--- src/rtl/tc16_pkg.sv ---
package tc16_pkg;

    // Prescale field width; the divider reaches 2**(2**PS_W - 1).
    localparam int PS_W = 2;

    // Control register bit positions.
    localparam int C_RUN   = 0;
    localparam int C_SRC   = 1;
    localparam int C_SYNC  = 2;
    localparam int C_PS_LO = 3;
    localparam int C_CLREN = 5;
    localparam int C_WIDE  = 6;

    typedef enum logic [1:0] {
        A_CNT_LO = 2'd0,
        A_CNT_HI = 2'd1,
        A_CTRL   = 2'd2,
        A_FLAG   = 2'd3
    } reg_addr_e;

    typedef enum logic [1:0] {
        PH_Q1 = 2'd0,
        PH_Q2 = 2'd1,
        PH_Q3 = 2'd2,
        PH_Q4 = 2'd3
    } cyc_phase_e;

endpackage

--- src/rtl/tc16_tick_src.sv ---
module tc16_tick_src
    import tc16_pkg::*;
#(
    parameter int EXTRA_SYNC = 1
) (
    input  logic clk,
    input  logic rst_n,
    input  logic ext_in,
    input  logic src_ext,
    input  logic sync_on,
    output logic raw_tick
);
    localparam int DEPTH = 2 + EXTRA_SYNC;

    cyc_phase_e       phase_q, phase_d;
    logic [DEPTH-1:0] pin_sr;
    logic             inst_tick, edge_direct, edge_synced;

    // State register
    always_ff @(posedge clk) begin
        if (!rst_n) phase_q <= PH_Q1;
        else        phase_q <= phase_d;
    end

    // Next state
    always_comb begin
        unique case (phase_q)
            PH_Q1: phase_d = PH_Q2;
            PH_Q2: phase_d = PH_Q3;
            PH_Q3: phase_d = PH_Q4;
            PH_Q4: phase_d = PH_Q1;
        endcase
    end

    // Pin sampling chain
    always_ff @(posedge clk) begin
        if (!rst_n) pin_sr <= '0;
        else        pin_sr <= {pin_sr[DEPTH-2:0], ext_in};
    end

    // Outputs
    always_comb begin
        inst_tick   = (phase_q == PH_Q4);
        edge_direct = pin_sr[0] & ~pin_sr[1];
        edge_synced = pin_sr[DEPTH-2] & ~pin_sr[DEPTH-1];
        if (src_ext) raw_tick = sync_on ? edge_synced : edge_direct;
        else         raw_tick = inst_tick;
    end

    a_r3_phase_wrap: assert property (@(posedge clk) disable iff (!rst_n)
        phase_q == PH_Q4 |=> phase_q == PH_Q1);
    a_r3_tick_spacing: assert property (@(posedge clk) disable iff (!rst_n)
        inst_tick |=> !inst_tick);

endmodule

--- src/rtl/tc16_prescale.sv ---
module tc16_prescale
    import tc16_pkg::*;
(
    input  logic            clk,
    input  logic            rst_n,
    input  logic            raw_tick,
    input  logic            run,
    input  logic [PS_W-1:0] ps_sel,
    input  logic            sclr,
    output logic            pre_tick
);
    localparam int PC_W = (1 << PS_W) - 1;

    logic [PC_W-1:0] pre_cnt, div_m1;
    logic            step;

    always_comb begin
        div_m1   = PC_W'((32'd1 << ps_sel) - 32'd1);
        step     = run & raw_tick;
        pre_tick = step & (pre_cnt >= div_m1);
    end

    always_ff @(posedge clk) begin
        if (!rst_n || sclr) pre_cnt <= '0;
        else if (step)      pre_cnt <= pre_tick ? '0 : pre_cnt + 1'b1;
    end

    a_r4_write_resets_phase: assert property (@(posedge clk) disable iff (!rst_n)
        sclr |=> pre_cnt == '0);
    a_r4_wrap_after_tick: assert property (@(posedge clk) disable iff (!rst_n)
        (pre_tick && !sclr) |=> pre_cnt == '0);

endmodule

--- src/rtl/tc16_core.sv ---
module tc16_core #(
    parameter int BYTE_W = 8
) (
    input  logic              clk,
    input  logic              rst_n,
    input  logic              inc,
    input  logic              clr,
    input  logic              ld_lo,
    input  logic              ld_hi,
    input  logic [BYTE_W-1:0] lo_val,
    input  logic [BYTE_W-1:0] hi_val,
    input  logic              flag_wr,
    input  logic              flag_wdata,
    output logic [2*BYTE_W-1:0] cnt,
    output logic              flag
);
    logic ld_any, wrap;

    always_comb begin
        ld_any = ld_lo | ld_hi;
        wrap   = inc & ~clr & ~ld_any & (&cnt);
    end

    always_ff @(posedge clk) begin
        if (!rst_n) begin
            cnt <= '0;
        end else if (clr) begin
            cnt <= '0;
        end else if (ld_any) begin
            if (ld_lo) cnt[BYTE_W-1:0]        <= lo_val;
            if (ld_hi) cnt[2*BYTE_W-1:BYTE_W] <= hi_val;
        end else if (inc) begin
            cnt <= cnt + 1'b1;
        end
    end

    always_ff @(posedge clk) begin
        if (!rst_n)                       flag <= 1'b0;
        else if (wrap)                    flag <= 1'b1;
        else if (flag_wr && !flag_wdata)  flag <= 1'b0;
    end

    a_r9_clear_wins: assert property (@(posedge clk) disable iff (!rst_n)
        clr |=> cnt == '0);
    a_r7_wrap_sets_flag: assert property (@(posedge clk) disable iff (!rst_n)
        (inc && !clr && !ld_any && cnt == '1) |=> flag);
    a_r7_flag_sticky: assert property (@(posedge clk) disable iff (!rst_n)
        (flag && !(flag_wr && !flag_wdata)) |=> flag);
    a_r6_hold: assert property (@(posedge clk) disable iff (!rst_n)
        (!inc && !clr && !ld_any) |=> $stable(cnt));

endmodule

--- src/rtl/tick_counter16.sv ---
module tick_counter16
    import tc16_pkg::*;
#(
    parameter int BUS_W = 8
) (
    input  logic             clk,
    input  logic             rst_n,
    input  logic [1:0]       addr,
    input  logic             wr_en,
    input  logic             rd_en,
    input  logic [BUS_W-1:0] wdata,
    output logic [BUS_W-1:0] rdata,
    input  logic             ext_clk,
    input  logic             cmp_trig,
    output logic             ovf_irq
);
    localparam int CNT_W = 2 * BUS_W;

    reg_addr_e        sel;
    logic [BUS_W-1:0] ctrl_q, hbuf_q, hi_val;
    logic [CNT_W-1:0] cnt;
    logic             wide, wr_lo, wr_hi, ld_hi, trig_clr;
    logic             raw_tick, pre_tick, flag;

    always_comb begin
        sel      = reg_addr_e'(addr);
        wide     = ctrl_q[C_WIDE];
        wr_lo    = wr_en && sel == A_CNT_LO;
        wr_hi    = wr_en && sel == A_CNT_HI;
        ld_hi    = wide ? wr_lo : wr_hi;
        hi_val   = wide ? hbuf_q : wdata;
        trig_clr = cmp_trig & ctrl_q[C_CLREN];
        ovf_irq  = flag;
    end

    always_ff @(posedge clk) begin
        if (!rst_n) begin
            ctrl_q <= '0;
            hbuf_q <= '0;
        end else begin
            if (wr_en && sel == A_CTRL) ctrl_q <= wdata;
            if (wide && wr_hi)
                hbuf_q <= wdata;
            else if (wide && rd_en && sel == A_CNT_LO)
                hbuf_q <= cnt[CNT_W-1:BUS_W];
        end
    end

    always_comb begin
        unique case (sel)
            A_CNT_LO: rdata = cnt[BUS_W-1:0];
            A_CNT_HI: rdata = wide ? hbuf_q : cnt[CNT_W-1:BUS_W];
            A_CTRL:   rdata = ctrl_q;
            A_FLAG:   rdata = {{(BUS_W-1){1'b0}}, flag};
        endcase
    end

    tc16_tick_src u_src (
        .clk      (clk),
        .rst_n    (rst_n),
        .ext_in   (ext_clk),
        .src_ext  (ctrl_q[C_SRC]),
        .sync_on  (ctrl_q[C_SYNC]),
        .raw_tick (raw_tick)
    );

    tc16_prescale u_pre (
        .clk      (clk),
        .rst_n    (rst_n),
        .raw_tick (raw_tick),
        .run      (ctrl_q[C_RUN]),
        .ps_sel   (ctrl_q[C_PS_LO +: PS_W]),
        .sclr     (wr_lo | ld_hi),
        .pre_tick (pre_tick)
    );

    tc16_core #(.BYTE_W(BUS_W)) u_core (
        .clk        (clk),
        .rst_n      (rst_n),
        .inc        (pre_tick),
        .clr        (trig_clr),
        .ld_lo      (wr_lo),
        .ld_hi      (ld_hi),
        .lo_val     (wdata),
        .hi_val     (hi_val),
        .flag_wr    (wr_en && sel == A_FLAG),
        .flag_wdata (wdata[0]),
        .cnt        (cnt),
        .flag       (flag)
    );

    a_r10_read_latch: assert property (@(posedge clk) disable iff (!rst_n)
        (wide && rd_en && sel == A_CNT_LO && !wr_en) |=> hbuf_q == $past(cnt[CNT_W-1:BUS_W]));
    a_r8_no_clear_when_off: assert property (@(posedge clk) disable iff (!rst_n)
        (!ctrl_q[C_CLREN] && !ctrl_q[C_RUN] && !wr_en) |=> $stable(cnt));

endmodule

--- config.mk ---
export PLATFORM = sky130hd
export DESIGN_NAME = tick_counter16
export DESIGN_NICKNAME = d
export VERILOG_FILES = /design/src/rtl/tc16_pkg.sv /design/src/rtl/tc16_tick_src.sv /design/src/rtl/tc16_prescale.sv /design/src/rtl/tc16_core.sv /design/src/rtl/tick_counter16.sv
export SDC_FILE = /design/constraint.sdc
export NUM_CORES = 1
export LEC_CHECK = 0
export CAP_MARGIN = 20
export CORE_UTILIZATION = 45
export CTS_CLUSTER_SIZE = 14
export DETAILED_ROUTE_END_ITERATION = 16
export DONT_BUFFER_PORTS = 1
export MAX_ROUTING_LAYER = met4
export PLACE_DENSITY = 0.71
export SETUP_SLACK_MARGIN = 0.05
export SLEW_MARGIN = 30
export SYNTH_ARGS = -nofsm -noshare
export SYNTH_HDL_FRONTEND = slang
export SYNTH_SLANG_ARGS = --single-unit
export TNS_END_PERCENT = 20
--- constraint.sdc ---
create_clock -name clk -period 4.4 [get_ports clk]
set_clock_uncertainty 0.2 [all_clocks]
set_input_delay 0.44 -clock clk [delete_from_list [all_inputs] [get_ports clk]]
set_output_delay 0.44 -clock clk [all_outputs]
set_load 0.01 [all_outputs]
Word level (Yosys, flattened, before mapping)
Cells that the tools add are included.

Add/sub/neg operators: 3. Equality and inequality tests: 8. Shifts and indexed selects: 1. Multiplexer cells: 16. Magnitude comparators: 1. Bitwise logic cells: 14. $mul: 0. Divide/modulo/power cells: 0. Reduce and logical (&&, ||, !) cells: 20.

Operator list (number): 2-to-1 mux 8 bit (6); 2-to-1 mux 16 bit (2); one-hot mux 8 bit (4 select lines) (1); adder 16 x 1 -> 16 bit, second input constant (1); AND reduction 16 bit (1); AND 1 bit (8); equality test 2 bit, second input constant (4); logical AND 1 bit (8); one-hot mux 2 bit (4 select lines) (1); nonzero test 2 bit (3); 2-to-1 mux 1 bit (5); NOT 1 bit (5); equality test 2 x 1 -> 1 bit, second input constant (2); zero test 2 bit (2); != test 2 x 1 -> 1 bit, second input constant (2); AND reduction 2 bit (2); adder 3 x 1 -> 3 bit, second input constant (1); greater-or-equal comparator 3 bit (1); 2-to-1 mux 3 bit (1); left shift 1 x 2 -> 3 bit, first input constant (1); subtractor 3 x 1 -> 3 bit, second input constant (1); zero test 1 bit (2); OR reduction 2 bit (1); logical OR 1 bit (1); OR 1 bit (1).

Memory bits (writable): 0. ROM bits: 0. Memories: 0. Output and inout port bits: 9. Flip-flop bits (word level): 41. Bits in latches: 0. Input port bits: 16. Logic and storage cells: 71.

Depth between registers and ports, before layout
Depth in word-level cells: 10. Gate-level depth with buffers: 9. Gate-level depth less buffers: 7.

Hierarchy
A second synthesis with hierarchy kept.

Cells, all modules: 298. Area, all modules: 2592.5 um2.

Modules (own cells, without submodules): tick_counter16 (area each 1091.0 um2, cells each 120, times used 1, sequential area each 320.3 um2); tc16_core (area each 1032.2 um2, cells each 127, times used 1, sequential area each 340.3 um2); tc16_prescale (area each 264.0 um2, cells each 32, times used 1, sequential area each 60.1 um2); tc16_tick_src (area each 205.2 um2, cells each 19, times used 1, sequential area each 100.1 um2).

Worst setup path after synthesis
OpenSTA, ideal clock, no wires.

Path type: reg2reg. Start: register ctrl_q[3]. End: register u_core.cnt[2]. Data required time: 4108 ps. Path buffers: 2. Period minus slack after synthesis: 2535 ps. Data arrival time: 2243 ps. Path slack: 1865 ps. Cell stages (with the launch flop): 10. Setup time: 92 ps. Cell sequence: dfxtp_1 > or2_2 > ha_1 > nor2b_4 > o21a_1 > or4_4 > buf_6 > and2_4 > buf_6 > o32ai_1.

Longest elaborated chain between the ends: 6.

Ends and longest elaborated chain: from (decl) (RTL line tick_counter16.sv:20) `logic [BUS_W-1:0] ctrl_q, hbuf_q, hi_val;`; from (signal assigned) (RTL line tick_counter16.sv:41) `if (wr_en && sel == A_CTRL) ctrl_q <= wdata;`; left shift 1 x 2 -> 3 bit (RTL line tc16_prescale.sv:18) `div_m1 = PC_W'((32'd1 << ps_sel) - 32'd1);`; subtractor 3 x 1 -> 3 bit (RTL line tc16_prescale.sv:18); greater-or-equal comparator 3 bit (RTL line tc16_prescale.sv:20) `pre_tick = step & (pre_cnt >= div_m1);`; AND 1 bit (RTL line tc16_prescale.sv:20); nonzero test 2 bit (no source line); AND reduction 2 bit (no source line); to (signal, indexed assignment) (RTL line tc16_core.sv:30) `if (ld_lo) cnt[BYTE_W-1:0] <= lo_val;`; to (signal, indexed assignment) (RTL line tc16_core.sv:31) `if (ld_hi) cnt[2*BYTE_W-1:BYTE_W] <= hi_val;`; to (signal assigned) (RTL line tc16_core.sv:33) `cnt <= cnt + 1'b1;`; to (decl) (RTL line tc16_core.sv:14) `output logic [2*BYTE_W-1:0] cnt,`.

No other way between the ends. A chain may end at the register's enable or synchronous reset.

Worst setup path in the final report
Start: register ctrl_q[6]. End: output port rdata[3].

Longest elaborated chain between the ends: 2.

Ends and longest elaborated chain: 2-to-1 mux 8 bit (RTL line tick_counter16.sv:52) `A_CNT_HI: rdata = wide ? hbuf_q : cnt[CNT_W-1:BUS_W];`; one-hot mux 8 bit (4 select lines) (RTL line tick_counter16.sv:50) `unique case (sel)`; to (decl) (RTL line tick_counter16.sv:12) `output logic [BUS_W-1:0] rdata,`.

No other way between the ends.

==> metrics.csv <==
metric,value,unit
status,"complete, no violations",
rsz0062_at_grt,no,
layout_common_cells,"dfxtp_1 (41), nand2_1 (40), a21oi_1 (22)",
synth.area.top_cells,"dfxtp_1 (30%), mux2i_1 (7.8%), nand2_1 (5.6%)",
grt_pass1_vias,2391,
start_util,47.88,%
cts_setup_buffers,0,
p_leak,1.064,nW
grt_max_degree,30,
cts_htree_levels,2,
internal-power,0.6086,mW
drive_gt1_share,6.832,%
row_count,27,
final_cells,395,
final_common_cell,dfxtp_1,
slew_violations,0,
cts_sinks,41,
routed_wl,7.480,mm
grt_overflow_total,0,
drt-vias-per-instance,6.438,
nets,345,
power.density,290.3,nW/µm²
grt_usage,25.78,%
min_period_over_period,61.06,%
dp_cells,386,
synth_seq_area_share,30.38,%
endpoint_kind,output pin,
p_sw,0.2110,mW
die_h,79.48,µm
portBuffers,0,
cpPeakStageDelay,0.67,ns
fin_area,2823,µm²
ys.warnings.count,0,
drtAntennaViolNets,0,
cts_buffer_depth,2,
max_cap_viol_count,0,
cp_slowest_cell,dfxtp_1,
tns,0,ns
postSynthCellCount,336,
tightest_slew,0.7612,ns
synth_area_per_cell,8.040,µm²
grt_pass1_wl,11.97,mm
crit_required,3.76,ns
synth-edff-count,0,
synth_fp_nets,360,
max_freq,372.2,MHz
netlist_area,2701,µm²
hold_viol,0,
min_path_type,input port to register,
firstDrtPassIters,7,
cts.reportedPaths.clkPinSlew,0.08,ns
post-dp-hpwl,5.287,mm
cts-root-buf,clkbuf_8,
power.share.clock,39.8,%
synth_top_area_cell,dfxtp_1,
peakVddDrop,0.2480,mV
setup_viol,0,
power.total,0.8195,mW
critPathMaxFanout,20,
postCtsHoldBufs,0,
cp.arrival,2.05,ns
die_w,79.48,µm
start_kind,register,
antenna_found_initial,1,
synth_flop_cell,dfxtp_1,
io_pins,25,
post-route-min-period,2.687,ns
place_area,2700,µm²
clk_latency,0.31,ns
worst-setup-path-type,register to output pin,
p_comb_share,11.5,%
synth_top_area_share,30.38,%
p_seq_share,48.6,%
drcViolationCount,0,
swShare,25.74,%
dr_total_vias,2543,
synthArstFlopShare,0,%
crit_chain,inv_1 -> a21boi_0 -> o22ai_1,
synth.distinct_cells,56,
post_drt_wl_per_cell,18.94,µm
core-area,5642,µm²
synth-seq-cells,41,
dieArea,6317,µm²
area_delta_synth_final,4.493,%
cts-resized-gates,0,
slew_headroom,49.01,%
dr.first_iter.drc_count,398,
numCtsBuffers,5,
finalWeightedCongestion,0.9769,
cts_tree,done,
## flip-flops by register name, summed over array words and instances, names as in the netlist
name	cells
ctrl_q	8
hbuf_q	8
u_src.pin_sr	3
u_pre.pre_cnt	3
u_src.phase_q	2
u_core.flag	1
u_core.cnt	16
## path summary, 6_finish.rpt
kind,startpoint,to,slack [ns],cells past startpoint
setup / recovery,ctrl_q[6],rdata[3],1.71,3
hold / removal,rst_n,u_src.pin_sr[0],0.06,1
setup reg to reg,ctrl_q[3],u_core.cnt[5],1.81,7
hold reg to reg,u_src.pin_sr[0],u_src.pin_sr[1],0.26,1
## worst max-delay path, delay by kind of cell, from the launching register on
kind,cells,cell delay [ns]
buffers and inverters,1,0.45
AOI/OAI and AO/OA,2,0.62
DFF,1,0.67
## through the flow
step           hold slack [ns]  setup slack [ns]  util (%)
4_1_cts                0.05178             1.737     49.99
2_1_floorplan           0.2229             1.865         -
5_1_grt                0.04355             1.624     50.03
3_3_place_gp            0.2428             1.695     47.77
3_5_place_dp            0.2453             1.829     47.86
6_report               0.05632             1.713     50.03
## cells by family (layout without fill, tap and decap cells)
logic type	after synthesis	after routing	synth area share, %
compound gates	104	104	27.19
fa+ha+maj	8	8	3.706
buf+inv	34	20	5.373
flops	41	41	30.38
mux	23	23	9.032
other cells	0	1	0
simple gates	126	126	24.32
## area by class of cell
cell class	instances	area [µm²]
inverter	11	41.29
multi-input combinational	261	1740
fill	533	2819
sequential	41	820.8
timing repair buffer	1	7.507
clock buffer	6	82.58
tap	72	90.09
clock inverter	2	37.54
antenna	1	2.502
## layer usage
layer  track usage [%]  share of wire [%]  vias to the layer above
met5                 -                  0                        -
met4             9.091                2.0                        0
met3             9.600                 11                       20
met2             38.29                 45                      124
met1             31.84                 42                     1181
li1                  -                  -                     1218
## synthesized netlist by cell type, drive strengths merged (2+ instances only)
master,instances
a32o,3
o31ai,4
a31oi,4
and2,7
nor3,7
o2bb2ai,4
dfxtp,41
and3,4
a21oi,22
or4,4
nor2,17
ha,8
a21boi,6
or3,2
o211a,8
o211ai,2
nor4,2
nor2b,11
o21a,4
a22oi,4
nand2,40
nand4,8
o22ai,8
a22o,3
o21ai,15
nand2b,2
nand3,15
o32ai,7
buf,6
a2bb2oi,4
a211oi,2
inv,11
mux2i,21
and2b,2
clkbuf,17
## power groups by stage
stage	Combinational, mW	Clock (mW)	Sequential [mW]
after detailed placement	0.0932	0	0.407
after global routing	0.105	0.342	0.400
final	0.0945	0.326	0.399
after floorplan	0.0847	0	0.401
after CTS	0.0934	0.330	0.398
after global placement	0.0898	0	0.406
(Power assumes the default switching activity.)
